$ cat src/rtl/pb_count_pkg.sv
package pb_count_pkg;

  typedef enum logic [2:0] {
    PB_LIN8     = 3'd0,
    PB_ULAW     = 3'd1,
    PB_LIN16_LE = 3'd2,
    PB_ALAW     = 3'd3,
    PB_RSVD_A   = 3'd4,
    PB_ADPCM    = 3'd5,
    PB_LIN16_BE = 3'd6,
    PB_RSVD_B   = 3'd7
  } pb_code_e;

  // 16-bit codes move two bytes per channel sample
  function automatic logic is_wide(pb_code_e c);
    return (c == PB_LIN16_LE) || (c == PB_LIN16_BE);
  endfunction

  function automatic logic code_supported(pb_code_e c);
    case (c)
      PB_LIN8, PB_ULAW, PB_ALAW, PB_LIN16_LE, PB_LIN16_BE: return 1'b1;
      default: return 1'b0;
    endcase
  endfunction

  function automatic logic [1:0] shift_for(pb_code_e c, logic stereo);
    logic [1:0] s;
    s = {1'b0, stereo};
    if (is_wide(c)) s = s + 2'd1;
    return s;
  endfunction

  // crystal 0 has two unusable rate slots
  function automatic logic rate_usable(logic xtal, logic [2:0] idx);
    return xtal || !((idx == 3'd4) || (idx == 3'd5));
  endfunction

endpackage

$ cat src/rtl/pb_fmt_decode.sv
module pb_fmt_decode
  import pb_count_pkg::*;
#(
  parameter int FMT_W = 8
) (
  input  logic [FMT_W-1:0] fmt_i,
  input  logic             mode2_i,
  output logic [2:0]       rate_idx_o,
  output logic             xtal_o,
  output logic             stereo_o,
  output pb_code_e         code_o,
  output logic [1:0]       shift_o,
  output logic             rate_ok_o,
  output logic             code_ok_o
);

  localparam logic [FMT_W-1:0] FORCED_FMT = FMT_W'(8'h30);
  localparam logic [FMT_W-1:0] ZERO_A     = FMT_W'(8'h00);
  localparam logic [FMT_W-1:0] ZERO_B     = FMT_W'(8'h20);

  logic [FMT_W-1:0] eff;
  logic             forced_w;

  assign forced_w = (fmt_i == ZERO_A) || (fmt_i == ZERO_B);
  assign eff      = forced_w ? FORCED_FMT : fmt_i;

  assign xtal_o     = eff[0];
  assign rate_idx_o = eff[3:1];
  assign stereo_o   = eff[4];

  always_comb begin
    if (mode2_i) code_o = pb_code_e'(eff[7:5]);
    else         code_o = pb_code_e'({1'b0, eff[6:5]});
  end

  assign shift_o   = shift_for(code_o, stereo_o);
  assign rate_ok_o = rate_usable(xtal_o, rate_idx_o);
  assign code_ok_o = code_supported(code_o);

  // without the extended field the top code bit is never set
  always_comb begin
    if (!mode2_i) a_narrow_field_r3: assert (code_o[2] == 1'b0 || $isunknown(mode2_i));
  end

  // a shift of two only comes with a 16-bit stereo stream
  always_comb begin
    if (shift_o == 2'd2) a_wide_shift_r5: assert ((is_wide(code_o) && stereo_o) || $isunknown(fmt_i));
  end

endmodule

$ cat src/rtl/pb_byte_counter.sv
module pb_byte_counter #(
  parameter int HALF_W = 8,
  parameter int SHIFT_MAX = 2
) (
  input  logic              clk,
  input  logic              rst_n,
  input  logic              run_i,
  input  logic              stb_i,
  input  logic              irq_en_i,
  input  logic [HALF_W-1:0] base_hi_i,
  input  logic [HALF_W-1:0] base_lo_i,
  input  logic [1:0]        shift_i,
  output logic              hit_o
);

  localparam int BASE_W = 2 * HALF_W;
  localparam int CNT_W  = BASE_W + SHIFT_MAX;

  function automatic logic [CNT_W-1:0] term_bytes(logic [BASE_W-1:0] b, logic [1:0] sh);
    return CNT_W'(b) << sh;
  endfunction

  logic [CNT_W-1:0] count_q;
  logic [CNT_W-1:0] terminal_w;
  logic [CNT_W:0]   next_w;
  logic             accept_w;

  assign terminal_w = term_bytes({base_hi_i, base_lo_i}, shift_i);
  assign accept_w   = run_i && stb_i;
  assign next_w     = {1'b0, count_q} + (CNT_W+1)'(1);
  assign hit_o      = accept_w && irq_en_i && (terminal_w != '0)
                      && (next_w == {1'b0, terminal_w});

  always_ff @(posedge clk or negedge rst_n) begin
    if (!rst_n)        count_q <= '0;
    else if (!run_i)   count_q <= '0;
    else if (hit_o)    count_q <= '0;
    else if (accept_w) count_q <= next_w[CNT_W-1:0];
  end

  p_reload_r9: assert property (@(posedge clk) disable iff (!rst_n)
    hit_o |=> (count_q == '0));

  p_idle_hold_r7: assert property (@(posedge clk) disable iff (!rst_n)
    !run_i |=> (count_q == '0));

  p_hit_needs_stb_r8: assert property (@(posedge clk) disable iff (!rst_n)
    hit_o |-> (run_i && stb_i && irq_en_i));

  p_no_stb_stable_r7: assert property (@(posedge clk) disable iff (!rst_n)
    (run_i && !stb_i) |=> $stable(count_q));

endmodule

$ cat src/rtl/pb_irq_flags.sv
module pb_irq_flags (
  input  logic clk,
  input  logic rst_n,
  input  logic set_i,
  input  logic clr_i,
  output logic int_o,
  output logic pi_o
);

  always_ff @(posedge clk or negedge rst_n) begin
    if (!rst_n) begin
      int_o <= 1'b0;
      pi_o  <= 1'b0;
    end else if (set_i) begin
      int_o <= 1'b1;
      pi_o  <= 1'b1;
    end else if (clr_i) begin
      int_o <= 1'b0;
      pi_o  <= 1'b0;
    end
  end

  p_set_r8: assert property (@(posedge clk) disable iff (!rst_n)
    set_i |=> (int_o && pi_o));

  p_clear_r11: assert property (@(posedge clk) disable iff (!rst_n)
    (clr_i && !set_i) |=> (!int_o && !pi_o));

  p_rise_cause_r10: assert property (@(posedge clk) disable iff (!rst_n)
    (!int_o && !set_i) |=> !int_o);

endmodule

$ cat src/rtl/pb_count_irq.sv
module pb_count_irq
  import pb_count_pkg::*;
#(
  parameter int HALF_W = 8,
  parameter int FMT_W  = 8
) (
  input  logic              clk,
  input  logic              rst_n,
  input  logic [FMT_W-1:0]  fmt_reg_i,
  input  logic              mode2_i,
  input  logic [HALF_W-1:0] base_hi_i,
  input  logic [HALF_W-1:0] base_lo_i,
  input  logic              irq_en_i,
  input  logic              play_en_i,
  input  logic              byte_stb_i,
  input  logic              int_clr_i,
  output logic [2:0]        rate_idx_o,
  output logic              xtal_sel_o,
  output logic              stereo_o,
  output logic [2:0]        fmt_code_o,
  output logic [1:0]        byte_shift_o,
  output logic              rate_valid_o,
  output logic              fmt_err_o,
  output logic              dma_req_o,
  output logic              int_flag_o,
  output logic              pi_flag_o
);

  localparam int SHIFT_MAX = 2;

  pb_code_e code_w;
  logic     code_ok_w;
  logic     hit_w;

  pb_fmt_decode #(.FMT_W(FMT_W)) u_dec (
    .fmt_i      (fmt_reg_i),
    .mode2_i    (mode2_i),
    .rate_idx_o (rate_idx_o),
    .xtal_o     (xtal_sel_o),
    .stereo_o   (stereo_o),
    .code_o     (code_w),
    .shift_o    (byte_shift_o),
    .rate_ok_o  (rate_valid_o),
    .code_ok_o  (code_ok_w)
  );

  assign fmt_code_o = code_w;
  assign fmt_err_o  = !code_ok_w;
  assign dma_req_o  = play_en_i && code_ok_w && rate_valid_o;

  pb_byte_counter #(.HALF_W(HALF_W), .SHIFT_MAX(SHIFT_MAX)) u_cnt (
    .clk       (clk),
    .rst_n     (rst_n),
    .run_i     (dma_req_o),
    .stb_i     (byte_stb_i),
    .irq_en_i  (irq_en_i),
    .base_hi_i (base_hi_i),
    .base_lo_i (base_lo_i),
    .shift_i   (byte_shift_o),
    .hit_o     (hit_w)
  );

  pb_irq_flags u_flags (
    .clk   (clk),
    .rst_n (rst_n),
    .set_i (hit_w),
    .clr_i (int_clr_i),
    .int_o (int_flag_o),
    .pi_o  (pi_flag_o)
  );

  p_err_blocks_r4: assert property (@(posedge clk) disable iff (!rst_n)
    fmt_err_o |-> !dma_req_o);

  p_req_needs_en_r7: assert property (@(posedge clk) disable iff (!rst_n)
    dma_req_o |-> play_en_i);

  p_bad_rate_r1: assert property (@(posedge clk) disable iff (!rst_n)
    !rate_valid_o |-> (!xtal_sel_o && !dma_req_o));

endmodule

$ cat config.mk
export PLATFORM = sky130hd
export DESIGN_NAME = pb_count_irq
export DESIGN_NICKNAME = d
export VERILOG_FILES = /design/src/rtl/pb_count_pkg.sv /design/src/rtl/pb_fmt_decode.sv /design/src/rtl/pb_byte_counter.sv /design/src/rtl/pb_irq_flags.sv /design/src/rtl/pb_count_irq.sv
export SDC_FILE = /design/constraint.sdc
export NUM_CORES = 1
export LEC_CHECK = 0
export ABC_AREA = 1
export BUFFER_PORTS_ARGS = -buffer_cell sky130_fd_sc_hd__buf_2
export CAP_MARGIN = 10
export CORE_MARGIN = 2
export CORE_UTILIZATION = 61
export DETAILED_ROUTE_END_ITERATION = 8
export GPL_ROUTABILITY_DRIVEN = 0
export MAX_ROUTING_LAYER = met4
export PLACE_DENSITY = 0.89
export SLEW_MARGIN = 20
export SYNTH_ARGS = -nofsm -noshare
export SYNTH_HDL_FRONTEND = slang
export SYNTH_SLANG_ARGS = --single-unit
$ cat constraint.sdc
create_clock -name clk -period 4.4 [get_ports clk]
set_input_delay 0.88 -clock clk [delete_from_list [all_inputs] [get_ports clk]]
set_output_delay 0.88 -clock clk [all_outputs]
set_load 0.005 [all_outputs]
==> metrics.md, run 1 <==
| Metric | Value |
|---|---|
| Synth Area per Inst | `just over 5 sq um` |
| Area fraction of the dominant cell type after synthesis | `0.372` |
| CP Cell Sequence | `buf_2, nor4_1, nand2_1, nand2_1, ha_1, inv_2, nand2_1, nand3_1, nand2_1, nand2_1, nand2_1, nor2_1, nand2_1, nor2_1, nand2_1, nor2_2, nand3_4, nand2_1, nand2_1` |
| Clock skew | `0.0103 ns` |
| Drt total wl | `around 6.4 mm` |
| Hold path startpoint | `u_flags.pi_o` |
| Wire per inst | `about 12 um` |
| Simple-Gate Fraction of Synth Area | `0.639` |
| R2R cell count | `12` |
| Power per cell area | `between 150 and 200 nW/um^2` |
| Reg power frac | `0.383` |
| Iteration-0 DRC Markers | `between 300 and 400` |
| Ant. Diodes | `0` |
| First-pass GRT wire length | `10.9 mm` |
| DP Worst Slack | `approximately 0.84 ns` |
| Initial antenna violation count | `0` |
| DR vias/cell | `between 5 and 6` |
| Switching power share of the total | `0.358` |
| Row count | `22` |
| Netlist cell types | `30` |
| DP HPWL | `about 5 mm` |
| Post_cts resized | `0` |
| CTS tree | `built` |
| P&R area growth vs syn | `10.8%` |
| Core ar. | `between 3000 and 4000 sq um` |
| Number of buffers created by CTS | `3` |
| Fin crit share | `0.757` |
| Synth Area in Adders | `0.0104` |
| Slew @ Worst Pin | `between 0.7 and 0.8 ns` |
| Largest net degree at the start of global routing | `25` |
| Final ANT Viol Nets | `0` |
| Sink Count | `19` |
| Layout cells sized above 1 | `0.124` |
| Synth Register Bits | `19` |
| Main combinational cell family by area after synthesis | `simple AND/OR/NAND/NOR gates` |
| Most frequent cells in the layout | `239 x nand2_1, 54 x nand3_1, 47 x nor2_1` |
| Longest Clk Path Bufs | `2` |
| RSZ-0062 raised after global routing | `no` |
| CP dominant cell by count | `nand2_1` |
| Final min period | `3.33 ns` |
| Outcome | `complete, no violations` |
| Filler cells | `between 300 and 400` |
| Reg2reg start | `u_cnt.count_q[0]` |
| Total global routing overflow | `0` |
| Worst-path clk slew | `around 0.060 ns` |
| Seq/Total Area, Yosys | `0.197` |
| Synth Area in XOR/XNOR | `0.00364` |
| Critical path fanouts, max | `20` |
| Final worst slack | `between 1 and 1.5 ns` |
| Die W | `roughly 67 um` |
| Hold path cells | `2` |
| Logic pwr share | `0.353` |
| Yosys warnings | `0` |
| Crit path kind | `in2reg` |
| Setup crit start kind | `input port` |
| Starting density of the core | `0.648` |
| Max-slew headroom at the worst pin | `0.529` |
| CTS root buf | `clkbuf_8` |
| CTS Hold Bufs | `0` |
| Crit path launch | `fmt_reg_i[4]` |
| Buffers on Ports | `45` |
| Post-synthesis compound-gate area fraction | `0.0384` |
| Post-Synthesis Cells | `~470` |
| Fin nets | `roughly 540` |
| Global Route Usage Sum | `0.321` |
| Vias in the first global route | `about 2700` |
| Die ar. | `approximately 4500 sq um` |
| Slowest-stage cell, CP | `ha_1` |
| Pins Over Slew Limit | `0` |
| CP endpoint kind | `flop` |
| Max Fclk | `0.300 GHz` |
| CTS HTree Levels | `1` |
| Count of final hold-check violations | `0` |
| CP required | `between 4 and 5 ns` |
| Setup_tns | `0 ns` |
| Synth area leader | `nand2_1` |
| Core Util, Final | `0.718` |
| Reg2reg end | `u_cnt.count_q[7]` |
| Post-synthesis mux area share | `0` |
| Sw power | `around 170 uW` |
| Area contributors post-synth | `nand2_1 37%, dfrtp_1 20%, nand3_1 11%` |
| P_int | `a little under 300 uW` |
| Worst Hold Path EP | `u_flags.pi_o` |
| Post CTS Setup Buffer Count | `0` |
| Hold Path Class | `reg2reg` |
| Part of the power in the clock network | `0.264` |
| Die height | `66.8 um` |
| Vias | `a little under 3000` |
| Leakage | `around 1.5 nW` |
| Final setup viols | `0` |
| Clock Latency Late Sink | `~0.26 ns` |
| Most common cell after layout, fill and taps aside | `nand2_1` |
| DR DRC count | `0` |
| R2R Setup Slk | `approximately 1.9 ns` |
| Critical Path AT | `3.47 ns` |
| Mapped Nets | `around 500` |
| Peak VDD IR | `192 uV` |
| Io pins | `46` |
| First drt pass iteration count | `5` |
| Post-Synthesis Cell Area | `2410 sq um` |
| Worst path max stage delay | `0.30 ns` |
| Maxcap violations | `0` |
-- Yosys cell counts (all sizes together) --
| library cell | number |
|---|---|
| nand2 | 241 |
| nand3 | 55 |
| nor2 | 53 |
| inv | 44 |
| dfrtp | 19 |
| buf | 9 |
| clkbuf | 9 |
| o21ai | 8 |
| nand4 | 7 |
| a21oi | 6 |
| and2 | 3 |
| nand3b | 3 |
| clkinv | 2 |
| ha | 2 |
| o21bai | 2 |
| a21boi | 1 |
| and3b | 1 |
| nor3 | 1 |
| nor4 | 1 |
| xor2 | 1 |
-- through the flow --
stage | instance area, sq um | power [mW] | hold WS (ns) | cells
3_5_place_dp | 2620 | 0.343 | 0.527 | 546
6_report | 2670 | 0.465 | 0.535 | 550
2_1_floorplan | 2410 | 0.296 | 0.493 | 468
5_1_grt | 2670 | 0.500 | 0.572 | 550
4_1_cts | 2670 | 0.463 | 0.538 | 550
3_3_place_gp | 2620 | 0.339 | 0.512 | 546
-- how the worst max path moves through the flow --
stage | end | cells after the start
after floorplan | u_cnt.count_q[14] | 21
after CTS | u_cnt.count_q[0] | 18
final | u_cnt.count_q[7] | 19
after detailed placement | u_cnt.count_q[0] | 18
after global routing | u_cnt.count_q[7] | 19
after global placement | u_cnt.count_q[0] | 18
-- power groups by stage --
| stage | registers, mW | clock network (mW) | logic (mW) |
|---|---|---|---|
| after global routing | 0.178 | 0.133 | 0.189 |
| after detailed placement | 0.181 | 0 | 0.162 |
| final | 0.178 | 0.123 | 0.164 |
| after floorplan | 0.180 | 0 | 0.115 |
| after global placement | 0.181 | 0 | 0.158 |
| after CTS | 0.178 | 0.123 | 0.162 |
-- registers in the layout, summed over array words and instances (netlist names) --
| name | cells |
|---|---|
| u_cnt.count_q | 18 |
| u_flags.pi_o | 1 |
-- area by class of cell --
class / count / area (sq um) / share of cell area
tap: 48 / 60.1 / 0.0225
sequential: 19 / 475 / 0.178
clock buffer: 4 / 45.0 / 0.0169
inverter: 46 / 173 / 0.0647
multi-input combinational: 385 / 1670 / 0.625
timing repair buffer: 48 / 248 / 0.0929
-- routing by layer --
| layer | track usage | vias up | part of all wire |
|---|---|---|---|
| li1 | - | 1515 | - |
| met1 | 0.400 | 1279 | 0.42 |
| met2 | 0.524 | 155 | 0.46 |
| met3 | 0.0473 | 30 | 0.087 |
| met4 | 0.125 | 0 | 0.037 |
| met5 | - | - | 0 |
-- cells by family after synthesis --
kind of cell | Yosys count
simple gates | 365
buf+inv | 64
flops | 19
compound gates | 17
fa+ha+maj | 2
xor+xnor | 1
-- critical path, delay by kind of cell --
family | cells | cell delay [ns]
buffers and inverters | 2 | 0.37
adder cells (fa/ha/maj) | 1 | 0.30
AND/OR/NAND/NOR | 16 | 1.89
(Power assumes the default switching activity.)
==> inputs of run 2 (changes only) <==
--- a/config.mk
+++ b/config.mk
@@ -9,11 +9,11 @@
 export BUFFER_PORTS_ARGS = -buffer_cell sky130_fd_sc_hd__buf_2
 export CAP_MARGIN = 10
 export CORE_MARGIN = 2
-export CORE_UTILIZATION = 61
+export CORE_UTILIZATION = 51
 export DETAILED_ROUTE_END_ITERATION = 8
 export GPL_ROUTABILITY_DRIVEN = 0
 export MAX_ROUTING_LAYER = met4
-export PLACE_DENSITY = 0.89
+export PLACE_DENSITY = 0.79
 export SLEW_MARGIN = 20
 export SYNTH_ARGS = -nofsm -noshare
 export SYNTH_HDL_FRONTEND = slang
==> constraint.sdc (replaced) <==
create_clock -name clk -period 2.9 [get_ports clk]
set_input_delay 0.58 -clock clk [delete_from_list [all_inputs] [get_ports clk]]
set_output_delay 0.58 -clock clk [all_outputs]
set_load 0.005 [all_outputs]
==> run 2 against run 1 <==
Die area rose by 18%. Global-route usage is 5.3 points lower. Non-clock buffer count up 17. Clock-buffer cell count stayed put. Flip-flop and latch count is the same. Final cell count increased by 4.7%. Critical path type unchanged. Largest cell class unchanged. Highest routed layer unchanged.
==> metrics.md, run 2 (synthesis gave the netlist of run 1 again) <==
| Metric | Value |
|---|---|
| Outcome | `complete, no violations` |
| Final setup viols | `0` |
| Max-slew headroom at the worst pin | `0.527` |
| CTS tree | `built` |
| Maxcap violations | `0` |
| Vias | `approximately 3100` |
| Reg2reg start | `u_cnt.count_q[0]` |
| Gr busiest metal | `met2` |
| Longest Clk Path Bufs | `2` |
| Starting density of the core | `0.520` |
| Vias in the first global route | `2547` |
| Max reg flops | `18` |
| R2R cell count | `14` |
| CP endpoint | `u_cnt.count_q[15]` |
| Largest net degree at the start of global routing | `25` |
| P&R area growth vs syn | `22.1%` |
| Max Fclk | `0.362 GHz` |
| CP endpoint kind | `flop` |
| Fin crit share | `0.952` |
| Die W | `72.7 um` |
| Peak VDD IR | `about 170 uV` |
| P_int | `484 uW` |
| Fin nets | `~560` |
| Row count | `25` |
| Switching power share of the total | `0.359` |
| Power per cell area | `approximately 260 nW/um^2` |
| Worst path max stage delay | `between 0.2 and 0.3 ns` |
| Worst-path clk slew | `~0.07 ns` |
| Crit path launch | `fmt_reg_i[4]` |
| Drt total wl | `slightly above 7 mm` |
| GR Layer Usage met3 | `0.0276` |
| CP dominant cell by count | `nand2_1` |
| Part of the power in the clock network | `0.247` |
| Ant. Diodes | `0` |
| CTS HTree Levels | `1` |
| Count of final hold-check violations | `0` |
| R2R Setup Slk | `about 0.38 ns` |
| Layout cells sized above 1 | `0.174` |
| Die ar. | `between 5000 and 6000 sq um` |
| Sink Count | `19` |
| M1 GR Usage | `0.339` |
| Most common cell after layout, fill and taps aside | `nand2_1` |
| Buffers on Ports | `45` |
| Die height | `72.7 um` |
| CTS root buf | `clkbuf_8` |
| Setup crit start kind | `input port` |
| CP Cell Sequence | `buf_2, nor4_2, nand2_1, nand2_2, ha_4, clkinv_4, buf_4, nand2_1, nand2_1, o21ai_2, inv_1, nand3_1, nand2_1, nor2_1, nand2_1, nor2_4, nand3_4, nand2_1, nand2_1` |
| CP required | `a little over 3 ns` |
| First-pass GRT wire length | `approximately 11 mm` |
| Met2 usage | `0.458` |
| Logic pwr share | `0.395` |
| Core Util, Final | `0.635` |
| Leakage | `1.60 nW` |
| Reg power frac | `0.357` |
| Biggest register | `u_cnt.count_q` |
| Core ar. | `~4600 sq um` |
| Final ANT Viol Nets | `0` |
| Most frequent cells in the layout | `235 x nand2_1, 54 x nand3_1, 45 x nor2_1, 45 x buf_2, 42 x inv_1` |
| Io pins | `46` |
| DP HPWL | `around 5.3 mm` |
| Clock Latency Late Sink | `0.26 ns` |
| Critical path fanouts, max | `10` |
| Critical Path AT | `about 2.9 ns` |
| Sw power | `271 uW` |
| Iteration-0 DRC Markers | `about 270` |
| Worst hold slack | `between 0.2 and 0.3 ns` |
| Clock skew | `~0.0033 ns` |
| Hold Path Class | `in2async` |
| Global Route Usage Sum | `0.267` |
| Reg2reg end | `u_cnt.count_q[15]` |
| Total global routing overflow | `0` |
| Top Registers | `u_cnt.count_q x18, u_flags.pi_o x1` |
| Initial antenna violation count | `0` |
| CTS Hold Bufs | `0` |
| DR DRC count | `0` |
| Slowest-stage cell, CP | `nor2_4` |
| Number of buffers created by CTS | `3` |
| First drt pass iteration count | `5` |
| Crit path kind | `in2reg` |
| Slew @ Worst Pin | `between 0.7 and 0.8 ns` |
| Pins Over Slew Limit | `0` |
| DR vias/cell | `5.35` |
| Wire per inst | `approximately 12 um` |
| Final min period | `~2.8 ns` |
## run 2: cell count changes in the layout (fill, tap and decap cells not counted), moves of 2 or more
cell,before,now
nor2_4,2,5
nand2_1,239,235
nand3_4,1,4
buf_4,3,17
buf_12,0,2
nor2_1,47,45
nand2_2,2,6
## run 2: final cells by class
class | count | area (sq um)
flip-flops and latches | 19 | 475
clock buffers | 4 | 45.0
repair buffers | 65 | 404
multi-input cells | 388 | 1770
inverters | 46 | 178
fillers | 443 | 1690
well taps | 54 | 67.6
## run 2: critical path, delay by kind of cell
kind | cells | cell delay, ns
buffers and inverters | 4 | 0.43
adder cells (fa/ha/maj) | 1 | 0.18
AO/OA/AOI/OAI | 1 | 0.18
AND/OR/NAND/NOR | 13 | 1.54
## run 2: how the worst min path moves through the flow
stage                            start                 to
after floorplan                  rst_n   u_cnt.count_q[0]
after global placement    u_flags.pi_o       u_flags.pi_o
after detailed placement  u_flags.pi_o       u_flags.pi_o
after CTS                        rst_n   u_cnt.count_q[1]
after global routing             rst_n  u_cnt.count_q[17]
final                            rst_n  u_cnt.count_q[10]
## run 2: timing repair
action | 4_1_cts | 5_1_grt
buffers inserted | 0 | 1
resized for setup | 0 | 18
setup endpoints to repair | 0 | 19
## run 2: power by group through the flow
stage                     clock [mW]  combinational, mW  sequential (mW)
after floorplan                    0              0.175            0.274
after global placement             0              0.271            0.275
after detailed placement           0              0.275            0.275
after CTS                      0.185              0.276            0.270
after global routing           0.196              0.337            0.270
final                          0.187              0.299            0.270
## run 2: per-layer routing
layer,vias up,share of wire,routed length [um]
met2,147,0.49,3490
li1,1566,-,-
met3,26,0.071,509
met5,-,0,0
met1,1345,0.41,2930
met4,0,0.031,221
## run 2: stage by stage
stage / setup TNS, ns / setup slack (ns) / instance area [sq um] / instances / power (mW)
finish: 0 / 0.139 / 2940 / 576 / 0.756
global route: -0.0820 / -0.0202 / 2940 / 576 / 0.803
CTS: 0 / 0.0744 / 2810 / 572 / 0.731
detailed placement: -2.91 / -0.190 / 2760 / 568 / 0.550
global placement: -2.19 / -0.155 / 2760 / 568 / 0.546
floorplan: 0 / 0.111 / 2410 / 468 / 0.449
==> inputs of run 3 (changes only) <==
--- a/config.mk
+++ b/config.mk
@@ -13,7 +13,7 @@
 export DETAILED_ROUTE_END_ITERATION = 8
 export GPL_ROUTABILITY_DRIVEN = 0
 export MAX_ROUTING_LAYER = met4
-export PLACE_DENSITY = 0.79
+export PLACE_DENSITY = 0.77
 export SLEW_MARGIN = 20
 export SYNTH_ARGS = -nofsm -noshare
 export SYNTH_HDL_FRONTEND = slang
==> run 3 against run 2 <==
Register-to-register slack gained 0.04 ns. Clock-buffer cell count is the same. Clock skew is essentially flat. Via count shrank 0.55%. Utilization shrank 0.38 points. Flip-flop and latch count is the same. First-iteration DRC count grew 11%. Clock power is essentially flat. Final cell count shrank 0.35%. Setup slack gained 0.0028 ns. Critical path depth shrank 3. Global-route usage grew 0.68 points. Largest cell class unchanged. Largest power group unchanged. Highest routed layer unchanged.
==> metrics.md, run 3 (synthesis gave the netlist of run 1 again) <==
| Metric | Value |
|---|---|
| Core Util, Final | `0.632` |
| Row count | `25` |
| Die height | `approximately 73 um` |
| Core ar. | `4630 sq um` |
| Largest net degree at the start of global routing | `25` |
| Setup_tns | `0 ns` |
| Peak VDD IR | `about 170 uV` |
| CP Cell Sequence | `buf_2, nor4_2, nand2_1, nand2_2, ha_4, buf_12, nand2_1, nand3_1, nand2_1, nand3b_1, nand2_1, nor2_1, nand2_1, nor2_4, nand3_4, and2_4` |
| Vias in the first global route | `about 2700` |
| R2R cell count | `13` |
| Die ar. | `5290 sq um` |
| Top Registers | `u_cnt.count_q x18, u_flags.pi_o x1` |
| Vias | `3067` |
| Final ANT Viol Nets | `0` |
| Max-slew headroom at the worst pin | `0.502` |
| Die W | `just over 70 um` |
| Slew @ Worst Pin | `approximately 0.75 ns` |
| CTS HTree Levels | `1` |
| Crit path kind | `in2reg` |
| Io pins | `46` |
| Wire per inst | `~12 um` |
| CP endpoint | `u_cnt.count_q[0]` |
| Global Route Usage Sum | `0.274` |
| Ant. Diodes | `0` |
| Cell count after placement | `roughly 570` |
| Met2 wire len | `between 3 and 4 mm` |
| Pins Over Slew Limit | `0` |
| Fin crit share | `0.951` |
| Max Fclk | `approximately 0.36 GHz` |
| Iteration-0 DRC Markers | `~300` |
| Critical path fanouts, max | `14` |
| Max Used Layer | `met4` |
| M1 WL | `between 2 and 3 mm` |
| Final min period | `approximately 2.8 ns` |
| Most common cell after layout, fill and taps aside | `nand2_1` |
| Maxcap violations | `0` |
| Drt total wl | `6.99 mm` |
| Count of final hold-check violations | `0` |
| Filler cells | `485` |
| Starting density of the core | `0.520` |
| Setup crit start kind | `input port` |
| Longest Clk Path Bufs | `2` |
| Max reg flops | `18` |
| Leakage | `1.60 nW` |
| Clock Latency Late Sink | `0.26 ns` |
| Layout cells sized above 1 | `0.171` |
| DR DRC count | `0` |
| Sink Count | `19` |
| Initial antenna violation count | `0` |
| Fin cells | `574` |
| CP dominant cell by count | `nand2_1` |
| CP required | `3.06 ns` |
| CTS root buf | `clkbuf_8` |
| CTS Hold Bufs | `0` |
| Fin nets | `between 500 and 600` |
| Worst path max stage delay | `~0.27 ns` |
| P&R area growth vs syn | `21.4%` |
| Number of buffers created by CTS | `3` |
| DR vias/cell | `between 5 and 6` |
| Hold Path Class | `in2async` |
| R2R Setup Slk | `~0.42 ns` |
| Clock skew | `roughly 0.0036 ns` |
| RSZ-0062 raised after global routing | `no` |
| Slowest-stage cell, CP | `nor4_2` |
| Critical Path AT | `approximately 3 ns` |
| First drt pass iteration count | `5` |
| WL met3 | `roughly 430 um` |
| Biggest register | `u_cnt.count_q` |
| CP endpoint kind | `flop` |
| Worst-path clk slew | `approximately 0.070 ns` |
| Outcome | `complete, no violations` |
| Total global routing overflow | `0` |
| First-pass GRT wire length | `~11 mm` |
| Buffers on Ports | `45` |
| DP HPWL | `5.31 mm` |
| Most frequent cells in the layout | `236 x nand2_1, 53 x nand3_1, 45 x nor2_1, 45 x buf_2, 42 x inv_1` |
| Crit path launch | `fmt_reg_i[2]` |
| Reg2reg end | `u_cnt.count_q[0]` |
| Reg2reg start | `u_cnt.count_q[0]` |
| CTS tree | `built` |
| Power per cell area | `approximately 260 nW/um^2` |
| Final setup viols | `0` |
-- run 3: area by class of cell --
cell class / count / area (sq um) / area share
Clock buffer: 4 / 45.0 / 0.0154
Inverter: 46 / 175 / 0.0599
Multi-Input combinational cell: 387 / 1760 / 0.600
Sequential cell: 19 / 475 / 0.163
Tap cell: 54 / 67.6 / 0.0231
Timing Repair Buffer: 64 / 405 / 0.139
-- run 3: timing repair --
action / in CTS / in global routing
setup buffers: 0 / 0
setup endpoints to repair: 0 / 19
resized for setup: 0 / 15
-- run 3: worst max-delay path, delay by kind of cell --
family	cells	cell delay, ns
and+or+nand+nor	13	1.85
buffers and inverters	2	0.25
adders and majority gates	1	0.22
-- run 3: layer usage --
layer	global-route usage	vias to the layer above
met5	-	-
met1	0.340	1368
met3	0.0262	28
li1	-	1551
met4	0.0844	0
met2	0.471	120
-- run 3: through the flow --
stage	setup slack (ns)	instance area (sq um)	hold slack, ns	total power [mW]
2_1_floorplan	0.111	2410	0.284	0.449
3_3_place_gp	-0.0962	2790	0.515	0.556
3_5_place_dp	-0.147	2790	0.511	0.559
4_1_cts	0.111	2830	0.263	0.747
5_1_grt	0.0110	2920	0.272	0.810
6_report	0.142	2920	0.253	0.760
-- run 3: worst min path at each step --
stage                       startpoint  depth (start not counted)                 to  slack, ns
after global routing             rst_n                          1  u_cnt.count_q[10]       0.27
final                            rst_n                          1  u_cnt.count_q[12]       0.25
after CTS                        rst_n                          1  u_cnt.count_q[16]       0.26
after detailed placement  u_flags.pi_o                          2       u_flags.pi_o       0.51
after floorplan                  rst_n                          0   u_cnt.count_q[0]       0.28
after global placement    u_flags.pi_o                          2       u_flags.pi_o       0.52
-- run 3: power by group --
group          switching, mW  internal (mW)  total [mW]
clock                 0.0896         0.0980       0.188
combinational          0.177          0.126       0.303
sequential           0.00346          0.267       0.270
total                  0.270          0.491       0.760
